===== src/rtl/flit_link_pkg.sv =====
package flit_link_pkg;
   typedef enum logic [1:0] {
      RX_BLK   = 2'd0,
      RX_REG   = 2'd1,
      RX_DATA  = 2'd2,
      RX_DRAIN = 2'd3
   } rx_state_e;
endpackage


===== src/rtl/flit_tx.sv =====
module flit_tx #(
   parameter int BYTE_W    = 8,
   parameter int MAX_BYTES = 4,
   localparam int SZ_W   = $clog2(MAX_BYTES),
   localparam int FLIT_W = BYTE_W + 1,
   localparam int DATA_W = BYTE_W * MAX_BYTES
) (
   input  logic              clk,
   input  logic              rst_n,
   input  logic              frm_valid,
   output logic              frm_ready,
   input  logic [BYTE_W-1:0] frm_blk,
   input  logic [BYTE_W-1:0] frm_reg,
   input  logic              frm_read,
   input  logic [SZ_W-1:0]   frm_size,
   input  logic [DATA_W-1:0] frm_data,
   output logic              f_valid,
   input  logic              f_ready,
   output logic [FLIT_W-1:0] f_flit
);
   localparam int IDX_W = $clog2(MAX_BYTES + 2);

   logic              busy_q;
   logic [IDX_W-1:0]  idx_q, last_q, byte_sel;
   logic [BYTE_W-1:0] blk_q, reg_q;
   logic              rd_q;
   logic [DATA_W-1:0] data_q;
   logic [BYTE_W-1:0] lane [MAX_BYTES];

   for (genvar g = 0; g < MAX_BYTES; g++) begin : g_lane
      assign lane[g] = data_q[g*BYTE_W +: BYTE_W];
   end

   assign frm_ready = !busy_q;
   assign f_valid   = busy_q;

   always_comb begin
      byte_sel = idx_q - IDX_W'(2);
      if (idx_q == '0)
         f_flit = {1'b0, blk_q};
      else if (idx_q == IDX_W'(1))
         f_flit = {rd_q, reg_q};
      else
         f_flit = {idx_q == last_q, lane[byte_sel[SZ_W-1:0]]};
   end

   always_ff @(posedge clk) begin
      if (!rst_n) begin
         busy_q <= 1'b0;
         idx_q  <= '0;
         last_q <= '0;
         blk_q  <= '0;
         reg_q  <= '0;
         rd_q   <= 1'b0;
         data_q <= '0;
      end else if (!busy_q) begin
         if (frm_valid) begin
            busy_q <= 1'b1;
            idx_q  <= '0;
            blk_q  <= frm_blk;
            reg_q  <= frm_reg;
            rd_q   <= frm_read;
            data_q <= frm_data;
            last_q <= frm_read ? IDX_W'(1) : IDX_W'(frm_size) + IDX_W'(2);
         end
      end else if (f_ready) begin
         if (idx_q == last_q) busy_q <= 1'b0;
         else                 idx_q  <= idx_q + IDX_W'(1);
      end
   end
endmodule


===== src/rtl/flit_rx.sv =====
module flit_rx
   import flit_link_pkg::*;
#(
   parameter int BYTE_W    = 8,
   parameter int MAX_BYTES = 4,
   localparam int FLIT_W = BYTE_W + 1,
   localparam int DATA_W = BYTE_W * MAX_BYTES,
   localparam int CNT_W  = $clog2(MAX_BYTES + 1)
) (
   input  logic              clk,
   input  logic              rst_n,
   input  logic              f_valid,
   output logic              f_ready,
   input  logic [FLIT_W-1:0] f_flit,
   output logic              o_valid,
   input  logic              o_ready,
   output logic [BYTE_W-1:0] o_blk,
   output logic [BYTE_W-1:0] o_reg,
   output logic              o_read,
   output logic [DATA_W-1:0] o_data,
   output logic [CNT_W-1:0]  o_bytes,
   output logic              o_err
);
   rx_state_e         state_q;
   logic              acc, eof, clr;
   logic [BYTE_W-1:0] pay;
   logic [MAX_BYTES-1:0] we;

   assign f_ready = !o_valid;
   assign acc     = f_valid && f_ready;
   assign eof     = f_flit[BYTE_W];
   assign pay     = f_flit[BYTE_W-1:0];
   assign clr     = acc && (state_q == RX_BLK);

   for (genvar g = 0; g < MAX_BYTES; g++) begin : g_lane
      assign we[g] = acc && (state_q == RX_DATA) && (o_bytes == CNT_W'(g));
      always_ff @(posedge clk) begin
         if (!rst_n || clr)  o_data[g*BYTE_W +: BYTE_W] <= '0;
         else if (we[g])     o_data[g*BYTE_W +: BYTE_W] <= pay;
      end
   end

   always_ff @(posedge clk) begin
      if (!rst_n) begin
         state_q <= RX_BLK;
         o_valid <= 1'b0;
         o_blk   <= '0;
         o_reg   <= '0;
         o_read  <= 1'b0;
         o_bytes <= '0;
         o_err   <= 1'b0;
      end else begin
         if (o_valid && o_ready) o_valid <= 1'b0;
         if (acc) begin
            unique case (state_q)
               RX_BLK: begin
                  o_blk   <= pay;
                  o_bytes <= '0;
                  o_err   <= 1'b0;
                  state_q <= RX_REG;
               end
               RX_REG: begin
                  o_reg  <= pay;
                  o_read <= eof;
                  if (eof) begin
                     o_valid <= 1'b1;
                     state_q <= RX_BLK;
                  end else begin
                     state_q <= RX_DATA;
                  end
               end
               RX_DATA: begin
                  o_bytes <= o_bytes + CNT_W'(1);
                  if (eof) begin
                     o_valid <= 1'b1;
                     state_q <= RX_BLK;
                  end else if (o_bytes == CNT_W'(MAX_BYTES - 1)) begin
                     o_err   <= 1'b1;
                     o_valid <= 1'b1;
                     state_q <= RX_DRAIN;
                  end
               end
               RX_DRAIN: begin
                  if (eof) state_q <= RX_BLK;
               end
               default: state_q <= RX_BLK;
            endcase
         end
      end
   end
endmodule


===== src/rtl/sense_rx.sv =====
module sense_rx #(
   parameter int SENSE_MAX = 32,
   localparam int LEN_W = $clog2(SENSE_MAX + 1)
) (
   input  logic                 clk,
   input  logic                 rst_n,
   input  logic                 s_valid,
   output logic                 s_ready,
   input  logic                 s_bit,
   input  logic                 s_eof,
   output logic                 w_valid,
   input  logic                 w_ready,
   output logic [SENSE_MAX-1:0] w_data,
   output logic [LEN_W-1:0]     w_len,
   output logic                 w_ovf
);
   logic acc, clr, full;

   assign s_ready = !w_valid;
   assign acc     = s_valid && s_ready;
   assign clr     = w_valid && w_ready;
   assign full    = (w_len == LEN_W'(SENSE_MAX));

   for (genvar g = 0; g < SENSE_MAX; g++) begin : g_bit
      always_ff @(posedge clk) begin
         if (!rst_n || clr)                    w_data[g] <= 1'b0;
         else if (acc && w_len == LEN_W'(g))   w_data[g] <= s_bit;
      end
   end

   always_ff @(posedge clk) begin
      if (!rst_n) begin
         w_valid <= 1'b0;
         w_len   <= '0;
         w_ovf   <= 1'b0;
      end else if (clr) begin
         w_valid <= 1'b0;
         w_len   <= '0;
         w_ovf   <= 1'b0;
      end else if (acc) begin
         if (full) w_ovf <= 1'b1;
         else      w_len <= w_len + LEN_W'(1);
         if (s_eof) w_valid <= 1'b1;
      end
   end
endmodule


===== src/rtl/flit_link.sv =====
module flit_link #(
   parameter int BYTE_W    = 8,
   parameter int MAX_BYTES = 4,
   parameter int SENSE_MAX = 32,
   localparam int SZ_W   = $clog2(MAX_BYTES),
   localparam int FLIT_W = BYTE_W + 1,
   localparam int DATA_W = BYTE_W * MAX_BYTES,
   localparam int CNT_W  = $clog2(MAX_BYTES + 1),
   localparam int LEN_W  = $clog2(SENSE_MAX + 1)
) (
   input  logic                 clk,
   input  logic                 rst_n,
   input  logic                 frm_valid,
   output logic                 frm_ready,
   input  logic [BYTE_W-1:0]    frm_blk,
   input  logic [BYTE_W-1:0]    frm_reg,
   input  logic                 frm_read,
   input  logic [SZ_W-1:0]      frm_size,
   input  logic [DATA_W-1:0]    frm_data,
   output logic                 txf_valid,
   input  logic                 txf_ready,
   output logic [FLIT_W-1:0]    txf_flit,
   input  logic                 rxf_valid,
   output logic                 rxf_ready,
   input  logic [FLIT_W-1:0]    rxf_flit,
   output logic                 rx_valid,
   input  logic                 rx_ready,
   output logic [BYTE_W-1:0]    rx_blk,
   output logic [BYTE_W-1:0]    rx_reg,
   output logic                 rx_read,
   output logic [DATA_W-1:0]    rx_data,
   output logic [CNT_W-1:0]     rx_bytes,
   output logic                 rx_err,
   input  logic                 sn_valid,
   output logic                 sn_ready,
   input  logic                 sn_bit,
   input  logic                 sn_eof,
   output logic                 sw_valid,
   input  logic                 sw_ready,
   output logic [SENSE_MAX-1:0] sw_data,
   output logic [LEN_W-1:0]     sw_len,
   output logic                 sw_ovf
);
   if (BYTE_W < 1 || MAX_BYTES < 2 || (MAX_BYTES & (MAX_BYTES - 1)) != 0) begin : g_bad_flit
      initial $fatal(1, "flit_link: BYTE_W >= 1 and MAX_BYTES a power of two >= 2 required");
   end
   if (SENSE_MAX < 1) begin : g_bad_sense
      initial $fatal(1, "flit_link: SENSE_MAX must be at least 1");
   end

   flit_tx #(.BYTE_W(BYTE_W), .MAX_BYTES(MAX_BYTES)) u_tx (
      .clk(clk), .rst_n(rst_n),
      .frm_valid(frm_valid), .frm_ready(frm_ready),
      .frm_blk(frm_blk), .frm_reg(frm_reg), .frm_read(frm_read),
      .frm_size(frm_size), .frm_data(frm_data),
      .f_valid(txf_valid), .f_ready(txf_ready), .f_flit(txf_flit)
   );

   flit_rx #(.BYTE_W(BYTE_W), .MAX_BYTES(MAX_BYTES)) u_rx (
      .clk(clk), .rst_n(rst_n),
      .f_valid(rxf_valid), .f_ready(rxf_ready), .f_flit(rxf_flit),
      .o_valid(rx_valid), .o_ready(rx_ready),
      .o_blk(rx_blk), .o_reg(rx_reg), .o_read(rx_read),
      .o_data(rx_data), .o_bytes(rx_bytes), .o_err(rx_err)
   );

   sense_rx #(.SENSE_MAX(SENSE_MAX)) u_sense (
      .clk(clk), .rst_n(rst_n),
      .s_valid(sn_valid), .s_ready(sn_ready), .s_bit(sn_bit), .s_eof(sn_eof),
      .w_valid(sw_valid), .w_ready(sw_ready),
      .w_data(sw_data), .w_len(sw_len), .w_ovf(sw_ovf)
   );
endmodule


===== config.mk =====
export PLATFORM = sky130hd
export DESIGN_NAME = flit_link
export DESIGN_NICKNAME = d
export VERILOG_FILES = /design/src/rtl/flit_link_pkg.sv /design/src/rtl/flit_tx.sv /design/src/rtl/flit_rx.sv /design/src/rtl/sense_rx.sv /design/src/rtl/flit_link.sv
export SDC_FILE = /design/constraint.sdc
export NUM_CORES = 1
export LEC_CHECK = 0
export ABC_CLOCK_PERIOD_IN_PS = 2100
export BUFFER_PORTS_ARGS = -buffer_cell sky130_fd_sc_hd__buf_2
export CORE_UTILIZATION = 40
export DETAILED_ROUTE_END_ITERATION = 10
export HOLD_SLACK_MARGIN = 0.15
export PLACE_DENSITY = 0.71
export SYNTH_ARGS = -nofsm -noshare
export SYNTH_HDL_FRONTEND = slang
export SYNTH_HIERARCHICAL = 1
export SYNTH_SLANG_ARGS = --single-unit
export TNS_END_PERCENT = 30

===== constraint.sdc =====
create_clock -name clk -period 2.1 [get_ports clk]
set_clock_uncertainty 0.05 [all_clocks]
set_input_delay 0.105 -clock clk [delete_from_list [all_inputs] [get_ports clk]]
set_output_delay 0.105 -clock clk [all_outputs]
set_load 0.005 [all_outputs]

# Word level (Yosys, flattened, before mapping)
# Cells that the tools add are included.
# totals
register_bits	152
input_bits	70
out_inout_bits	107
elab_cells	203
# classes
addsub	5
order_cmp	1
n_eq_ne	46
muxes	29
bitwise	4
n_reduce_logical	65
# ops
cell	count
$eq A6 B5 Y1 const B	16
$eq A6 B4 Y1 const B	8
$logic_and A1 B1 Y1	42
$eq A6 B3 Y1 const B	4
$mux W9	2
$bmux W8 S2	1
$mux W8	2
$mux W3	5
$reduce_and A2 Y1	7
$eq A6 B2 Y1 const B	2
$mux W1	11
$ne A2 B2 Y1 const B	5
$mux W2	4
$pmux W2 S4	1
$add A3 B1 Y3 const B	2
$add A6 B1 Y6 const B	1
$eq A3 B1 Y1 const B	2
$eq A3 B2 Y1 const B	2
$eq A6 B1 Y1 const B	1
$eq A6 B6 Y1 const B	1
$logic_not A3 Y1	2
$logic_not A6 Y1	1
$pmux W3 S2	1
$reduce_and A3 Y1	2
16 further kinds	25

# Logic depth before layout (Yosys ltp)
# logic_depth
ltp_word	7
ltp_mapped	7
mapped_depth_nobuf	5

# Modules after synthesis
# Netlist, hierarchy kept.
# modules_own_cells
module	instances	cells_each	area_per_inst_um2	seq_area_each_um2
flit_tx	1	299	2606.2	1121.1
flit_rx	1	269	2368.5	1121.1
sense_rx	1	205	1878.1	800.8

# Worst setup path after synthesis
# No wires, ideal clock.
# synth_path
kind	reg2out
startpoint	reg u_tx.idx_q[1]
endpoint	out txf_flit[0]
t_arrival_ns	1.420
required_time_ns	1.945
path_slack_ns	0.525
stages_incl_launch_ff	8
path_buffers	2
path_cell_list	dfxtp_1 > buf_2 > inv_1 > ha_1 > clkbuf_1 > o21bai_2 > nand2_1 > o21ai_1
# synth_between
elab_chain_cells	7
elab_cells_between_ends	9
cone_classes	1 x add/sub; 1 x eq/ne; 5 x mux; 1 x bitwise; 1 x reduce/logical
# synth_rtl
element	line_no	text
start: declaration	flit_tx.sv:24	logic [IDX_W-1:0] idx_q, last_q, byte_sel;
start signal: assignment	flit_tx.sv:68	else idx_q <= idx_q + IDX_W'(1);
$sub A2 B2 Y2	flit_tx.sv:38	byte_sel = idx_q - IDX_W'(2);
$not A2 Y3 (implied by the code)	flit_tx.sv:44	f_flit = {idx_q == last_q, lane[byte_sel[SZ_W-1:0]]};
$bmux W8 S2	flit_tx.sv:44	
$mux W8 (implied by the code) (2 in a row)	flit_tx.sv:44	
$mux W9	flit_tx.sv:41	else if (idx_q == IDX_W'(1))
$mux W9 *	flit_tx.sv:39	if (idx_q == '0)
end: declaration	flit_link.sv:22	output logic [FLIT_W-1:0] txf_flit,
# Mark *: on every way between the ends. The rest lies on a longest branch, timed or not. The select of a mux whose other input is x is not followed.

# Worst setup path after layout
# layout_path
startpoint	reg u_rx.o_bytes[1]
endpoint	reg u_rx.o_valid
# layout_between
elab_chain_cells	5
# layout_rtl
element	line_no	text
start: declaration	flit_rx.sv:21	output logic [CNT_W-1:0] o_bytes,
start signal: assignment	flit_rx.sv:73	o_bytes <= o_bytes + CNT_W'(1);
$eq A3 B2 Y1	flit_rx.sv:77	end else if (o_bytes == CNT_W'(MAX_BYTES - 1)) begin
$mux W1	flit_rx.sv:77	
$mux W1	flit_rx.sv:74	if (eof) begin
$pmux W1 S2	flit_rx.sv:55	unique case (state_q)
$mux W1	flit_rx.sv:54	if (acc) begin
end signal: assignment	flit_rx.sv:53	if (o_valid && o_ready) o_valid <= 1'b0;
end signal: assignment	flit_rx.sv:75	o_valid <= 1'b1;
end signal: assignment	flit_rx.sv:79	o_valid <= 1'b1;
end: declaration	flit_rx.sv:15	output logic o_valid,
# Every way passes these cells.
# A chain may end at the register's enable or synchronous reset.

==> impl_metrics.csv <==
group,metric,value,unit
timing,setup_tns,0,ps
layout,syn_to_final_growth,33.8,%
worst_hold_path,hp-class,"input pin to register",
timing,worstMarginPinSlew,650,ps
layout,drive_gt1_share,24.7,%
worst_setup_path,cp_num_buf_inv,1,
worst_setup_path,critPathKind,"register to register",
clock_tree,clockBufferDepth,2,
floorplan,core_area,0.0166,mm2
global_routing,grt.overflow.total,0,
worst_setup_path,crit_required,2410,ps
placement,numPortBuffers,176,
power,power_leakage,4.03,nW
job,maxCapViolations,0,
routing,routed_wl,19.1,mm
clock_tree,cts.sinks,152,
synthesis,synth_cell_type_count,55,
run_status,run_status,"complete, no violations",
power,p_sw_share,25.9,%
routing,vias_per_cell,5.18,
synthesis,synth.most_common_cell,"nand2_1",
worst_setup_path,cp_slowest_cell,"dlygate4sd3_1",
placement,dp.final_hpwl,12.2,mm
synthesis,ys_seq_area_share,44.4,%
worst_setup_path,setup.worst_path.end_class,"register",
global_routing,grt_pass1_wl,30.6,mm
power,intPower,4.98,mW
power,combPwrFrac,10.8,%
power,p_total,6.72,mW
synthesis,syn_area,0.00685,mm2
placement,dp.cells,1125,
synthesis,yosys.area.top_type,"dfxtp_1",
clock_tree,clkTransAtPathRegs,70,ps
routing,wire_per_inst,15.5,um
synthesis,yosysWarnings,6,
worst_setup_path,slowest_delay,560,ps
global_routing,grt_pass1_vias,5939,
worst_setup_path,worstPathCellList,"ha_1, ha_1, a21oi_1, o32a_1, dlygate4sd3_1, nor2b_1",
power,pwr-share-seq,45.3,%
power,p_switching,1.74,mW
clock_tree,cts_htree_levels,4,
power,vdd_drop_max,0.000653,V
floorplan,rows,47,
floorplan,fp.dieW,133,um
worst_setup_path,critPathLaunchType,"register",
routing,drtIter0Drc,475,
floorplan,ioPinCount,177,
layout,stdcell_count,1232,
synthesis,synth_nets,859,
worst_setup_path,worstPathArrival,2320,ps
synthesis,yosys.area.top_type_share,44.4,%
floorplan,start_util,41.2,%
clock_tree,clkLatencyLatePin,420,ps
synthesis,synthFlopType,"dfxtp_1",
power,p_clk_share,43.9,%
routing,route.antenna.remaining_nets,0,
synthesis,ys_ff_latch,152,
global_routing,antenna_found_initial,0,
routing,routed-via-count,6380,
timing,finalHoldViolations,0,
timing,fin_crit_sh,95.9,%
placement,dp_slack,307,ps
clock_tree,cts_tree,"done",
floorplan,die_h,133,um
worst_setup_path,crit_family,"buffers and inverters",
power,cellPowerDensity,732,mW/mm2
routing,first_pass_iters,7,
worst_setup_path,worstPathMaxFanout,5,
synthesis,async_reset_ff_share,0,%
routing,drc,0,
timing,period_needed,2010,ps
timing,rsz0062_at_grt,"true",
floorplan,dieArea,0.0177,mm2
layout,top_regs,"u_rx/o_data x32, u_sense/w_data x32, u_tx/data_q x32",
worst_setup_path,crit_top_cell,"ha_1",
timing,maxClockFrequency,0.497,GHz
timing,worst_slack,86.4,ps
placement,place_congestion,0.831,
synthesis,synth_edf_count,0,
timing,finalMaxSlewViolations,0,
timing,finalSetupViolations,0,
layout,diodes,0,
synthesis,avgSynthCellArea,8.87,um2
clock_tree,post_cts_buffers,0,
layout,final_net_count,1085,
timing,slew_headroom,56.5,%
clock_tree,numCtsBuffers,17,
synthesis,synth.area.top_cells,"dfxtp_1, nand2_1, mux2i_1",
synthesis,synth_cells,773,
global_routing,grt_max_degree,61,
clock_tree,root_buffer,"clkbuf_16",
synthesis,yosys-top-cells-count,"nand2_1, dfxtp_1, nand3_1, a21boi_1, mux2i_1",
global_routing,gr-usage-all-layers,21.7,%
cell families after synthesis:
| logic type | count (synthesis) | synth area share [%] |
|---|---|---|
| and+or+nand+nor | 309 | 21.5 |
| AOI/OAI and AO/OA | 164 | 15.7 |
| DFF | 152 | 44.4 |
| buffers and inverters | 76 | 5.75 |
| muxes | 53 | 9.26 |
| adders and majority gates | 16 | 2.92 |
| xor gates and xnor gates | 3 | 0.493 |
cells in the final DEF, fill, tap and decap left out, types with 11 or more instances in the layout:
cell type | synthesis | routed
nand3_1 | 59 | 59
dfxtp_1 | 152 | 148
a21boi_1 | 57 | 57
nor2b_1 | 18 | 16
o21ai_0 | 27 | 27
inv_1 | 18 | 18
buf_4 | 12 | 11
nand2_1 | 188 | 188
o21ai_1 | 11 | 11
a21oi_1 | 40 | 40
ha_1 | 16 | 14
dlygate4sd3_1 | 0 | 75
buf_2 | 16 | 176
clkbuf_16 | 0 | 17
mux2i_1 | 45 | 45
metal layers:
layer | vias to the layer above | global-route usage (%) | part of all wire [%]
met3 | 43 | 4.06 | 5.5
met4 | 0 | 10.1 | 2.6
li1 | 3099 | - | -
met2 | 241 | 33.7 | 47
met1 | 2997 | 29.0 | 45
met5 | - | 0 | 0
metrics by stage:
step / utilization, % / hold slack, ps / cell area, um2
3_5_place_dp: 47.0 / 302 / 7820
5_1_grt: 55.1 / 194 / 9170
3_3_place_gp: 47.0 / 300 / 7820
6_report: 55.1 / 182 / 9170
4_1_cts: 55.0 / 176 / 9150
2_1_floorplan: - / 190 / 6850
power by group through the flow:
stage	clock network [mW]	registers (mW)	logic, mW
3_5_place_dp	0	3.11	0.603
5_1_grt	3.14	3.05	0.788
4_1_cts	3.02	3.04	0.712
2_1_floorplan	0	3.08	0.394
3_3_place_gp	0	3.10	0.597
6_report	2.95	3.04	0.725
worst register-to-register path: stages, from the launching register on:
cell and delay (ps):
dfxtp_1 420, ha_1 180, ha_1 250, a21oi_1 110, o32a_1 290, dlygate4sd3_1 560, nor2b_1 110
path summary, 6_finish.rpt:
kind / startpoint / to / slack, ps / cells past startpoint
max: u_rx/o_bytes[1] / u_rx/o_valid / 90 / 6
min: rst_n / u_tx/data_q[23] / 180 / 3
max reg2reg: u_rx/o_bytes[1] / u_rx/o_valid / 90 / 6
min reg2reg: u_tx/blk_q[7] / u_tx/blk_q[7] / 400 / 2
area by class of cell:
cell class / instances / area (um2)
Clock inverter: 14 / 140
Timing Repair Buffer: 265 / 1770
Inverter: 18 / 67.6
Tap cell: 220 / 275
Fill cell: 1502 / 7470
Clock buffer: 18 / 429
Sequential cell: 152 / 3050
Multi-Input combinational cell: 545 / 3440
what timing repair did:
action | CTS | global route
hold buffers | 75 | 0
endpoints found under the setup margin | 8 | 12
hold endpoints to repair | 125 | 0
resized for setup | 3 | 8
No activity file was read; power rests on OpenSTA's default activity.
